`config.mk`:
```
export PLATFORM = sky130hd
export DESIGN_NAME = hit_ts_buffer
export DESIGN_NICKNAME = d
export VERILOG_FILES = /design/src/rtl/hbuf_pkg.sv /design/src/rtl/hbuf_xing_ctr.sv /design/src/rtl/hbuf_pixel.sv /design/src/rtl/hbuf_readout.sv /design/src/rtl/hit_ts_buffer.sv
export SDC_FILE = /design/constraint.sdc
export NUM_CORES = 1
export LEC_CHECK = 0
export BUFFER_PORTS_ARGS = -buffer_cell sky130_fd_sc_hd__buf_2
export CAP_MARGIN = 20
export CORE_MARGIN = 3
export CORE_UTILIZATION = 25
export CTS_CLUSTER_SIZE = 8
export DETAILED_ROUTE_END_ITERATION = 6
export GPL_ROUTABILITY_DRIVEN = 0
export MAX_ROUTING_LAYER = met4
export PLACE_DENSITY = 0.38
export SETUP_SLACK_MARGIN = 0.3
export SYNTH_ARGS = -nofsm -noshare
export SYNTH_HDL_FRONTEND = slang
export SYNTH_SLANG_ARGS = --single-unit
```
`constraint.sdc`:
```
create_clock -name clk -period 3.91 [get_ports clk]
set_input_delay 0.391 -clock clk [delete_from_list [all_inputs] [get_ports clk]]
set_output_delay 0.391 -clock clk [all_outputs]
set_load 0.005 [all_outputs]
```
`src/rtl/hbuf_pkg.sv`:
```
package hbuf_pkg;

    // Default geometry: 14-bit crossing count, 16 subtrains, 4 pixels.
    localparam int unsigned DEF_TS_W        = 14;
    localparam int unsigned DEF_SUB_W       = 4;
    localparam int unsigned DEF_NUM_PIX     = 4;
    localparam int unsigned DEF_TRAIN_XINGS = 16384;

    typedef enum logic {
        PH_IDLE = 1'b0,
        PH_RUN  = 1'b1
    } phase_t;

    typedef struct packed {
        logic valid;
        logic ovf;
    } slot_flags_t;

    // Subtrain index: the upper sub_w bits of a ts_w-bit crossing count.
    function automatic logic [31:0] subtrain_of(input logic [31:0] xing,
                                                input int unsigned ts_w,
                                                input int unsigned sub_w);
        return xing >> (ts_w - sub_w);
    endfunction

endpackage

```
`src/rtl/hbuf_xing_ctr.sv`:
```
module hbuf_xing_ctr
    import hbuf_pkg::*;
#(
    parameter int unsigned TS_W        = DEF_TS_W,
    parameter int unsigned SUB_W       = DEF_SUB_W,
    parameter int unsigned TRAIN_XINGS = DEF_TRAIN_XINGS
) (
    input  logic             clk,
    input  logic             rst,
    input  logic             start,
    output logic             active,
    output logic [TS_W-1:0]  stamp,
    output logic [SUB_W-1:0] sub_idx
);

    localparam logic [TS_W-1:0] LAST_X = TS_W'(TRAIN_XINGS - 1);

    phase_t          phase_q;
    logic [TS_W-1:0] count_q;

    always_ff @(posedge clk) begin
        if (rst) begin
            phase_q <= PH_IDLE;
            count_q <= '0;
        end else if (start) begin
            phase_q <= PH_RUN;
            count_q <= '0;
        end else if (phase_q == PH_RUN) begin
            if (count_q == LAST_X) begin
                phase_q <= PH_IDLE;
            end else begin
                count_q <= count_q + 1'b1;
            end
        end
    end

    assign active  = (phase_q == PH_RUN);
    assign stamp   = count_q;
    assign sub_idx = SUB_W'(subtrain_of(32'(count_q), TS_W, SUB_W));

    // a start pulse opens the train at crossing zero
    assert_start_zero_R2: assert property (@(posedge clk) disable iff (rst)
        start |=> (active && stamp == '0));

    // one crossing per cycle inside the train
    assert_count_step_R3: assert property (@(posedge clk) disable iff (rst)
        (active && !start && stamp != LAST_X) |=> (active && stamp == $past(stamp) + 1'b1));

    // the train closes after its final crossing
    assert_train_close_R3: assert property (@(posedge clk) disable iff (rst)
        (active && !start && stamp == LAST_X) |=> !active);

endmodule

```
`src/rtl/hbuf_pixel.sv`:
```
module hbuf_pixel
    import hbuf_pkg::*;
#(
    parameter int unsigned TS_W  = DEF_TS_W,
    parameter int unsigned SUB_W = DEF_SUB_W
) (
    input  logic             clk,
    input  logic             rst,
    input  logic             clear,
    input  logic             accept,
    input  logic [SUB_W-1:0] sub_idx,
    input  logic [TS_W-1:0]  stamp,
    input  logic [SUB_W-1:0] rd_sub,
    output slot_flags_t      rd_flags,
    output logic [TS_W-1:0]  rd_ts
);

    localparam int unsigned N_SUB = 1 << SUB_W;

    logic [N_SUB-1:0] valid_q;
    logic [N_SUB-1:0] ovf_q;
    logic [TS_W-1:0]  ts_mem [N_SUB];

    logic first_hit;
    assign first_hit = accept && !valid_q[sub_idx];

    always_ff @(posedge clk) begin
        if (rst || clear) begin
            valid_q <= '0;
            ovf_q   <= '0;
        end else if (accept) begin
            if (valid_q[sub_idx]) begin
                ovf_q[sub_idx] <= 1'b1;
            end else begin
                valid_q[sub_idx] <= 1'b1;
            end
        end
    end

    // Timestamp storage carries no reset; valid bits qualify it.
    always_ff @(posedge clk) begin
        if (!rst && !clear && first_hit) begin
            ts_mem[sub_idx] <= stamp;
        end
    end

    assign rd_flags.valid = valid_q[rd_sub];
    assign rd_flags.ovf   = ovf_q[rd_sub];
    assign rd_ts          = ts_mem[rd_sub];

    // cycles without an accepted hit or clear leave slot state alone
    assert_idle_hold_R7: assert property (@(posedge clk) disable iff (rst)
        (!accept && !clear) |=> ($stable(valid_q) && $stable(ovf_q)));

    generate
        for (genvar s = 0; s < N_SUB; s++) begin : g_slot_chk
            // the first timestamp survives later hits
            assert_keep_first_R5: assert property (@(posedge clk) disable iff (rst)
                (valid_q[s] && !clear) |=> $stable(ts_mem[s]));
            // overflow is sticky within a train
            assert_ovf_sticky_R5: assert property (@(posedge clk) disable iff (rst)
                (ovf_q[s] && !clear) |=> ovf_q[s]);
            // overflow only on a filled slot
            assert_ovf_on_valid_R5: assert property (@(posedge clk) disable iff (rst)
                ovf_q[s] |-> valid_q[s]);
        end
    endgenerate

endmodule

```
`src/rtl/hbuf_readout.sv`:
```
module hbuf_readout
    import hbuf_pkg::*;
#(
    parameter int unsigned TS_W    = DEF_TS_W,
    parameter int unsigned NUM_PIX = DEF_NUM_PIX,
    parameter int unsigned PIX_AW  = (NUM_PIX > 1) ? $clog2(NUM_PIX) : 1
) (
    input  logic                          clk,
    input  logic                          rst,
    input  logic                          rd_en,
    input  logic [PIX_AW-1:0]             rd_pix,
    input  slot_flags_t [NUM_PIX-1:0]     pix_flags,
    input  logic [NUM_PIX-1:0][TS_W-1:0]  pix_ts,
    output logic                          rd_vld,
    output slot_flags_t                   rd_flags,
    output logic [TS_W-1:0]               rd_ts
);

    slot_flags_t     sel_flags;
    logic [TS_W-1:0] sel_ts;

    always_comb begin
        sel_flags = '0;
        sel_ts    = '0;
        for (int p = 0; p < NUM_PIX; p++) begin
            if (32'(rd_pix) == 32'(p)) begin
                sel_flags = pix_flags[p];
                sel_ts    = pix_ts[p];
            end
        end
    end

    always_ff @(posedge clk) begin
        if (rst) begin
            rd_vld   <= 1'b0;
            rd_flags <= '0;
            rd_ts    <= '0;
        end else begin
            rd_vld <= rd_en;
            if (rd_en) begin
                rd_flags <= sel_flags;
                rd_ts    <= sel_ts;
            end
        end
    end

    // read data strobe follows the request by one cycle
    assert_rd_latency_R8: assert property (@(posedge clk) disable iff (rst)
        rd_en |=> rd_vld);
    assert_rd_quiet_R8: assert property (@(posedge clk) disable iff (rst)
        !rd_en |=> !rd_vld);
    // returned overflow always accompanies a filled slot
    assert_rd_ovf_valid_R5: assert property (@(posedge clk) disable iff (rst)
        (rd_vld && rd_flags.ovf) |-> rd_flags.valid);

endmodule

```
`src/rtl/hit_ts_buffer.sv`:
```
module hit_ts_buffer
    import hbuf_pkg::*;
#(
    parameter int unsigned NUM_PIX     = DEF_NUM_PIX,
    parameter int unsigned TS_W        = DEF_TS_W,
    parameter int unsigned SUB_W       = DEF_SUB_W,
    parameter int unsigned TRAIN_XINGS = DEF_TRAIN_XINGS,
    parameter int unsigned PIX_AW      = (NUM_PIX > 1) ? $clog2(NUM_PIX) : 1
) (
    input  logic               clk,
    input  logic               rst,
    input  logic               train_start,
    input  logic [NUM_PIX-1:0] hit,
    output logic               train_active,
    input  logic               rd_en,
    input  logic [PIX_AW-1:0]  rd_pix,
    input  logic [SUB_W-1:0]   rd_sub,
    output logic               rd_vld,
    output logic               rd_slot_valid,
    output logic               rd_ovf,
    output logic [TS_W-1:0]    rd_ts
);

    logic [TS_W-1:0]                stamp;
    logic [SUB_W-1:0]               sub_idx;
    logic [NUM_PIX-1:0]             accept;
    slot_flags_t [NUM_PIX-1:0]      pix_flags;
    logic [NUM_PIX-1:0][TS_W-1:0]   pix_ts;
    slot_flags_t                    out_flags;

    hbuf_xing_ctr #(
        .TS_W        (TS_W),
        .SUB_W       (SUB_W),
        .TRAIN_XINGS (TRAIN_XINGS)
    ) u_ctr (
        .clk     (clk),
        .rst     (rst),
        .start   (train_start),
        .active  (train_active),
        .stamp   (stamp),
        .sub_idx (sub_idx)
    );

    // A hit counts only inside the train and never on the start pulse.
    assign accept = hit & {NUM_PIX{train_active && !train_start}};

    generate
        for (genvar p = 0; p < NUM_PIX; p++) begin : g_pix
            hbuf_pixel #(
                .TS_W  (TS_W),
                .SUB_W (SUB_W)
            ) u_pix (
                .clk      (clk),
                .rst      (rst),
                .clear    (train_start),
                .accept   (accept[p]),
                .sub_idx  (sub_idx),
                .stamp    (stamp),
                .rd_sub   (rd_sub),
                .rd_flags (pix_flags[p]),
                .rd_ts    (pix_ts[p])
            );
        end
    endgenerate

    hbuf_readout #(
        .TS_W    (TS_W),
        .NUM_PIX (NUM_PIX),
        .PIX_AW  (PIX_AW)
    ) u_rd (
        .clk       (clk),
        .rst       (rst),
        .rd_en     (rd_en),
        .rd_pix    (rd_pix),
        .pix_flags (pix_flags),
        .pix_ts    (pix_ts),
        .rd_vld    (rd_vld),
        .rd_flags  (out_flags),
        .rd_ts     (rd_ts)
    );

    assign rd_slot_valid = out_flags.valid;
    assign rd_ovf        = out_flags.ovf;

endmodule

```
After elaboration in Yosys (flattened, before gate mapping)
Memory sizes are Yosys's and may differ from the RTL's.
Cells that the tools add are included.
Widths: inputs -> output; s select.
{"block": "classes", "n_mux": 45, "n_bitwise": 14, "eq_ne": 4, "magnitude_cmp": 3, "reduce_logical": 29, "n_addsub": 1}
{"cell": "$or 16x16->16", "count": 8}
{"cell": "$mux 14", "count": 4}
{"cell": "$bmux 1 s4", "count": 12}
{"cell": "$mux 1", "count": 24}
{"cell": "$reduce_and 2->1", "count": 9}
{"cell": "$add 14x1->14 const B", "count": 1}
{"cell": "$eq 14x14->1 const B", "count": 1}
{"cell": "$logic_and 1x1->1", "count": 11}
{"cell": "$lt 4x5->1 const B", "count": 2}
{"cell": "$mux 2", "count": 4}
{"cell": "$logic_not 1->1", "count": 6}
{"cell": "$not 1->1", "count": 5}
{"cell": "$and 4x4->4", "count": 1}
{"cell": "$demux 1 s4", "count": 1}
{"cell": "$eq 2x2->1 const B", "count": 2}
{"cell": "$ge 4x1->1 const B", "count": 1}
{"cell": "$eq 2x1->1 const B", "count": 1}
{"cell": "$logic_not 2->1", "count": 1}
{"cell": "$reduce_or 2->1", "count": 1}
{"cell": "$logic_or 1x1->1", "count": 1}
{"block": "totals", "inputBits": 14, "mem_bits_rw": 896, "mem_count": 4, "ff_bits": 160, "wordCells": 114}
{"name": "g_pix[0].u_pix.ts_mem", "words": 16, "width": 14, "rd": 1, "rd_clocked_by_memory_dff": 0, "write_ports": 1, "line_no": "hbuf_pixel.sv:22", "source": "logic [TS_W-1:0] ts_mem [N_SUB];"}
{"name": "g_pix[1].u_pix.ts_mem", "words": 16, "width": 14, "rd": 1, "rd_clocked_by_memory_dff": 0, "write_ports": 1, "line_no": "hbuf_pixel.sv:22"}
{"name": "g_pix[2].u_pix.ts_mem", "words": 16, "width": 14, "rd": 1, "rd_clocked_by_memory_dff": 0, "write_ports": 1, "line_no": "hbuf_pixel.sv:22"}
{"name": "g_pix[3].u_pix.ts_mem", "words": 16, "width": 14, "rd": 1, "rd_clocked_by_memory_dff": 0, "write_ports": 1, "line_no": "hbuf_pixel.sv:22"}

Depth between registers and ports, before layout
{"block": "logic_depth", "ltp_word": 7, "depth_mapped": 11}

Cells and area by module
From an unflattened synthesis, not the netlist that was laid out.
{"block": "hier_totals", "cells_unflattened": 2262, "area_unflattened_um2": 41798.8}
{"mod": "hbuf_pixel at g_pix[1].u_pix ...", "cells_per_inst": 518, "area_each_um2": 9977.1, "n_inst": 3, "seq_area_each_um2": 7367.1}
{"mod": "hbuf_pixel at g_pix[0].u_pix", "cells_per_inst": 518, "area_each_um2": 9982.1, "n_inst": 1, "seq_area_each_um2": 7367.1}
{"mod": "hbuf_readout", "cells_per_inst": 94, "area_each_um2": 1091.0, "n_inst": 1, "seq_area_each_um2": 340.3}
{"mod": "hbuf_xing_ctr", "cells_per_inst": 92, "area_each_um2": 759.5, "n_inst": 1, "seq_area_each_um2": 300.3}
{"mod": "hit_ts_buffer", "cells_per_inst": 4, "area_each_um2": 35.0, "n_inst": 1, "seq_area_each_um2": 0.0}

Least setup slack after synthesis
OpenSTA, ideal clock, no wires.
{"block": "synth_path", "path_type": "register -> register", "startpoint": "register u_ctr.count_q[10] (netlist: u_ctr.stamp[10])", "endpoint": "memory g_pix[0].u_pix.ts_mem[0][0] (netlist bit), enable pin", "synth_period_minus_slack_ns": 3.771, "setup_time_ns": 0.384, "stages_incl_launch_ff": 11, "arrival_time_ns": 3.387, "path_slack_ns": 0.139, "cell_sequence": "dfxtp_1 buf_6 buf_8 buf_6 mux4_2 mux2i_1 nand2_1 o21ai_2 nand4_4 buf_6 nor2_1"}
{"block": "synth_between", "elab_chain_len": 7}
{"item": "start: declaration", "line_no": "hbuf_xing_ctr.sv:19", "source": "logic [TS_W-1:0] count_q;"}
{"item": "start signal: assignment", "line_no": "hbuf_xing_ctr.sv:32", "source": "count_q <= count_q + 1'b1;"}
{"item": "$bmux 1 s4", "line_no": "hbuf_pixel.sv:25", "source": "assign first_hit = accept && !valid_q[sub_idx];"}
{"item": "$mux 1 (not written as such)", "line_no": "hbuf_pixel.sv:25"}
{"item": "$logic_not 1->1", "line_no": "hbuf_pixel.sv:25"}
{"item": "$logic_and 1x1->1", "line_no": "hbuf_pixel.sv:25"}
{"item": "$logic_and 1x1->1", "line_no": "hbuf_pixel.sv:42", "source": "if (!rst && !clear && first_hit) begin"}
{"item": "$mux 1", "line_no": "hbuf_pixel.sv:42"}
{"item": "$mux 1 (not written as such)", "line_no": "hbuf_pixel.sv:43", "source": "ts_mem[sub_idx] <= stamp;"}
{"item": "end: declaration", "line_no": "hbuf_pixel.sv:22"}
Parallel ways exist; a longest one is shown, timed or not. The select of a mux whose other input is x is not followed.

Final worst setup path
{"block": "layout_path", "startpoint": "register u_ctr.count_q[10] (netlist: u_ctr.stamp[10])", "endpoint": "memory g_pix[0].u_pix.ts_mem[3][7] (netlist bit), enable pin"}
Same word-level chain as after synthesis.

==> impl_metrics.toml <==
[synth]
synth_fa_ha_area_share_pct = 0.0299
synth_edf_count = 896
synth.most_common_cell = "edfxtp_1"
synth.top_cell.area_share_pct = 64.3
syn_area_mm2 = 0.0418
synthCells = 2436
synthMuxAreaShare_pct = 15.3
synth_nets = 2451
yosys.area_share.simple_pct = 4.79
synthXorXnorAreaFrac_pct = 0.167
synth_compound_area_share_pct = 5.55
yosysTopAreaCell = "edfxtp_1"
ys_ff_latch = 1056
synthTopCellsByArea = "edfxtp_1 (64%), mux4_2 (8.8%), dfxtp_1 (7.7%)"
ys_top_cells_by_count = "edfxtp_1 (896), mux2i_1 (226), nor2_1 (181)"
yosysUniqueCellTypes = 59
synth_area_per_cell_um2 = 17.2
ys.warnings.count = 0
synth_top_family_by_area = "multiplexers"
ys_async_sr_fraction_pct = 0
yosysSeqAreaShare_pct = 72.0
ys.flop_type = "edfxtp_1"

[worst_setup_path]
critical_path.cell_chain = "buf_4 -> mux4_2 -> mux2i_1 -> nand2_1 -> o21ai_2 -> nand4_4 -> nor2_1 -> buf_4"
cp-end-kind = "register"
r2r_start = "u_ctr.stamp[10]$_SDFFE_PP0P_"
r2r-end = "g_pix[0].u_pix.ts_mem[3][7]$_DFFE_PP_"
max_stage_delay_ns = 0.62
start_kind = "register"
crit_path_max_fanout = 25
r2r_setup_slack_ns = 0.72
worst_path_max_delay_cell = "dfxtp_4"
crit_top_cell = "buf_4"
path_class = "reg -> reg"
crit_family = "simple AND/OR/NAND/NOR gates"
required_ns = 4.36
crit_buf_inv = 2
rr_worst_depth = 8
worstPathArrival_ns = 3.63

[place]
place.detailed.hpwl_mm = 92.3
dpl-instance-area_mm2 = 0.0456
port_buffers = 31

[sta]
fin_setup_tns_ns = 0
slew_headroom_pct = 24.6
hold_violations = 0
max_clock_freq_mhz = 314
clock_skew_ns = 0.0259
rsz0062_at_grt = "no"
finalSetupViolCount = 0
layout_min_cycle_time_ns = 3.19
period_share_pct = 81.5
slew_violations = 0
worst-slew-pin-transition_ns = 1.12

[global_route]
grt-ovfl-total = 0
antenna_found_initial = 9
track_usage_pct = 16.8
grt_pass1_vias = 24135
grt_max_degree = 69
grt_pass1_wl_mm = 197

[clock_network]
cts_setup_buffers = 0
htreeDepth = 4
path_clk_slew_ns = 0.05
cts_resized = 0
cts_tree = "built"
cts-root-buf = "clkbuf_16"
clock_latency_ns = 0.78
clkSinkCount = 1056
max-clock-path-buffers = 3
numCtsBuffers = 150

[power]
fin_total_pwr_mw = 25.0
leakage_nw = 16.1
ir_worst_vdd_v = 0.000371
p_per_area_mw_per_mm2 = 502

[routing]
via_per_inst = 4.80
firstDrtPassIters = 5
vias = 23749
finalWirelength_mm = 141
drcViolationCount = 0
drtAntennaViolNets = 0
initialDrtViolationCount = 2118
wire_per_inst_um = 28.6

[finish]
fin_area_mm2 = 0.0499
area_delta_synth_final_pct = 19.2
drive_gt1_share_pct = 23.4
nNetsFinal = 2693

[floorplanning]
die_x_um = 415
ios = 32
core_area_mm2 = 0.166
initial_core_util_pct = 25.3
core.rowCount = 149
die_area_mm2 = 0.172
die-height_um = 415

[hold_path]
hold_class = "in -> reg"
worstHoldStart = "rst"
hold_path_end = "u_ctr.active$_SDFF_PP0_"
whs_path_depth = 2

[run_status]
status = "finished clean"

[job]
maxCapViolCount = 0
==> metal layers <==
layer | vias up | track usage, % | part of all wire, %
li1 | 10171 | - | -
met1 | 12740 | 22.6 | 46
met2 | 642 | 26.3 | 48
met3 | 196 | 2.93 | 4.4
met4 | 0 | 4.22 | 2.2
met5 | - | - | 0
==> layout make-up <==
type                    count  area [µm²]
flip-flops and latches   1056       30100
repair buffers            239        1880
diodes                      5        12.5
well taps                2189        2740
fillers                 16337      116000
multi-input cells        1227       10900
inverters                   4        15.0
clock inverters             8         111
clock buffers             218        4100
==> sequential cells by signal, indices dropped and copies added, names as in the netlist <==
register             cells
u_ctr.active             1
g_pix.u_pix.ovf_q       64
g_pix.u_pix.valid_q     64
g_pix.u_pix.ts_mem     896
u_rd.rd_ts              14
u_rd.rd_flags            2
u_rd.rd_vld              1
u_ctr.stamp             14
==> cells in the final DEF (no fill, tap or decap), drive strengths merged, types with 3 or more instances in the layout <==
master	Yosys	routed
and2	7	7
a211oi	22	22
o211ai	5	5
nand2b	8	8
mux2	14	14
a22o	13	13
nand4	20	20
nor2b	26	26
edfxtp	896	896
o2111ai	6	6
a22oi	67	67
a31oi	16	16
inv	3	10
mux4	175	175
nand2	145	145
nor3	14	14
clkbuf	61	218
dfxtp	160	160
a221oi	11	11
o21ai	80	80
o22ai	8	8
diode	0	5
buf	88	238
or3	3	3
a32o	10	10
nor2	181	181
and4	5	5
xor2	6	6
nand3	37	37
a21oi	101	101
mux2i	226	226
==> through the flow <==
stage	util, %	hold slack [ns]	instances	setup slack, ns
finish	30.1	0.0729	4946	0.725
CTS	30.1	0.00858	4941	0.627
floorplan	-	0.431	2436	0.524
detailed placement	27.6	0.454	4714	0.177
global placement	27.6	0.445	4714	0.201
global route	30.1	0.0233	4943	0.419
==> worst max path at each step <==
stage / start / to / slack (ns) / cells past startpoint
2_1_floorplan: u_ctr.stamp[10]$_SDFFE_PP0P_ / g_pix[0].u_pix.ts_mem[0][0]$_DFFE_PP_ / 0.52 / 10
3_3_place_gp: rd_sub[0] / u_rd.rd_ts[12]$_SDFFE_PP0P_ / 0.20 / 7
3_5_place_dp: rd_sub[0] / u_rd.rd_ts[12]$_SDFFE_PP0P_ / 0.18 / 7
4_1_cts: u_ctr.stamp[10]$_SDFFE_PP0P_ / g_pix[0].u_pix.ts_mem[5][5]$_DFFE_PP_ / 0.63 / 8
5_1_grt: u_ctr.stamp[10]$_SDFFE_PP0P_ / g_pix[0].u_pix.ts_mem[1][2]$_DFFE_PP_ / 0.42 / 8
6_report: u_ctr.stamp[10]$_SDFFE_PP0P_ / g_pix[0].u_pix.ts_mem[3][7]$_DFFE_PP_ / 0.72 / 8
==> cells by family (layout without fill, tap and decap cells) <==
kind of cell | Yosys count | count (layout)
flops | 1056 | 1056
simple gates | 453 | 453
mux | 415 | 415
compound gates | 350 | 350
buf+inv | 153 | 469
xor+xnor | 8 | 8
fa+ha+maj | 1 | 1
other cells | 0 | 5
==> worst reg2reg max path, stage by stage (launching register included) <==
cell and delay, ns:
dfxtp_4 0.62, buf_4 0.29, mux4_2 0.52, mux2i_1 0.20, nand2_1 0.09, o21ai_2 0.11
nand4_4 0.47, nor2_1 0.28, buf_4 0.28
==> power by group <==
group | internal [mW] | switching, mW | total [mW]
registers | 12.1 | 0.0366 | 12.1
clock network | 7.17 | 4.72 | 11.9
logic | 0.359 | 0.655 | 1.01
total | 19.6 | 5.41 | 25.0
==> timing repair <==
item	in CTS	in global routing
hold endpoints to repair	1	0
setup endpoints to repair	0	0
hold buffers	1	0
No activity file was read; power rests on OpenSTA's default activity.
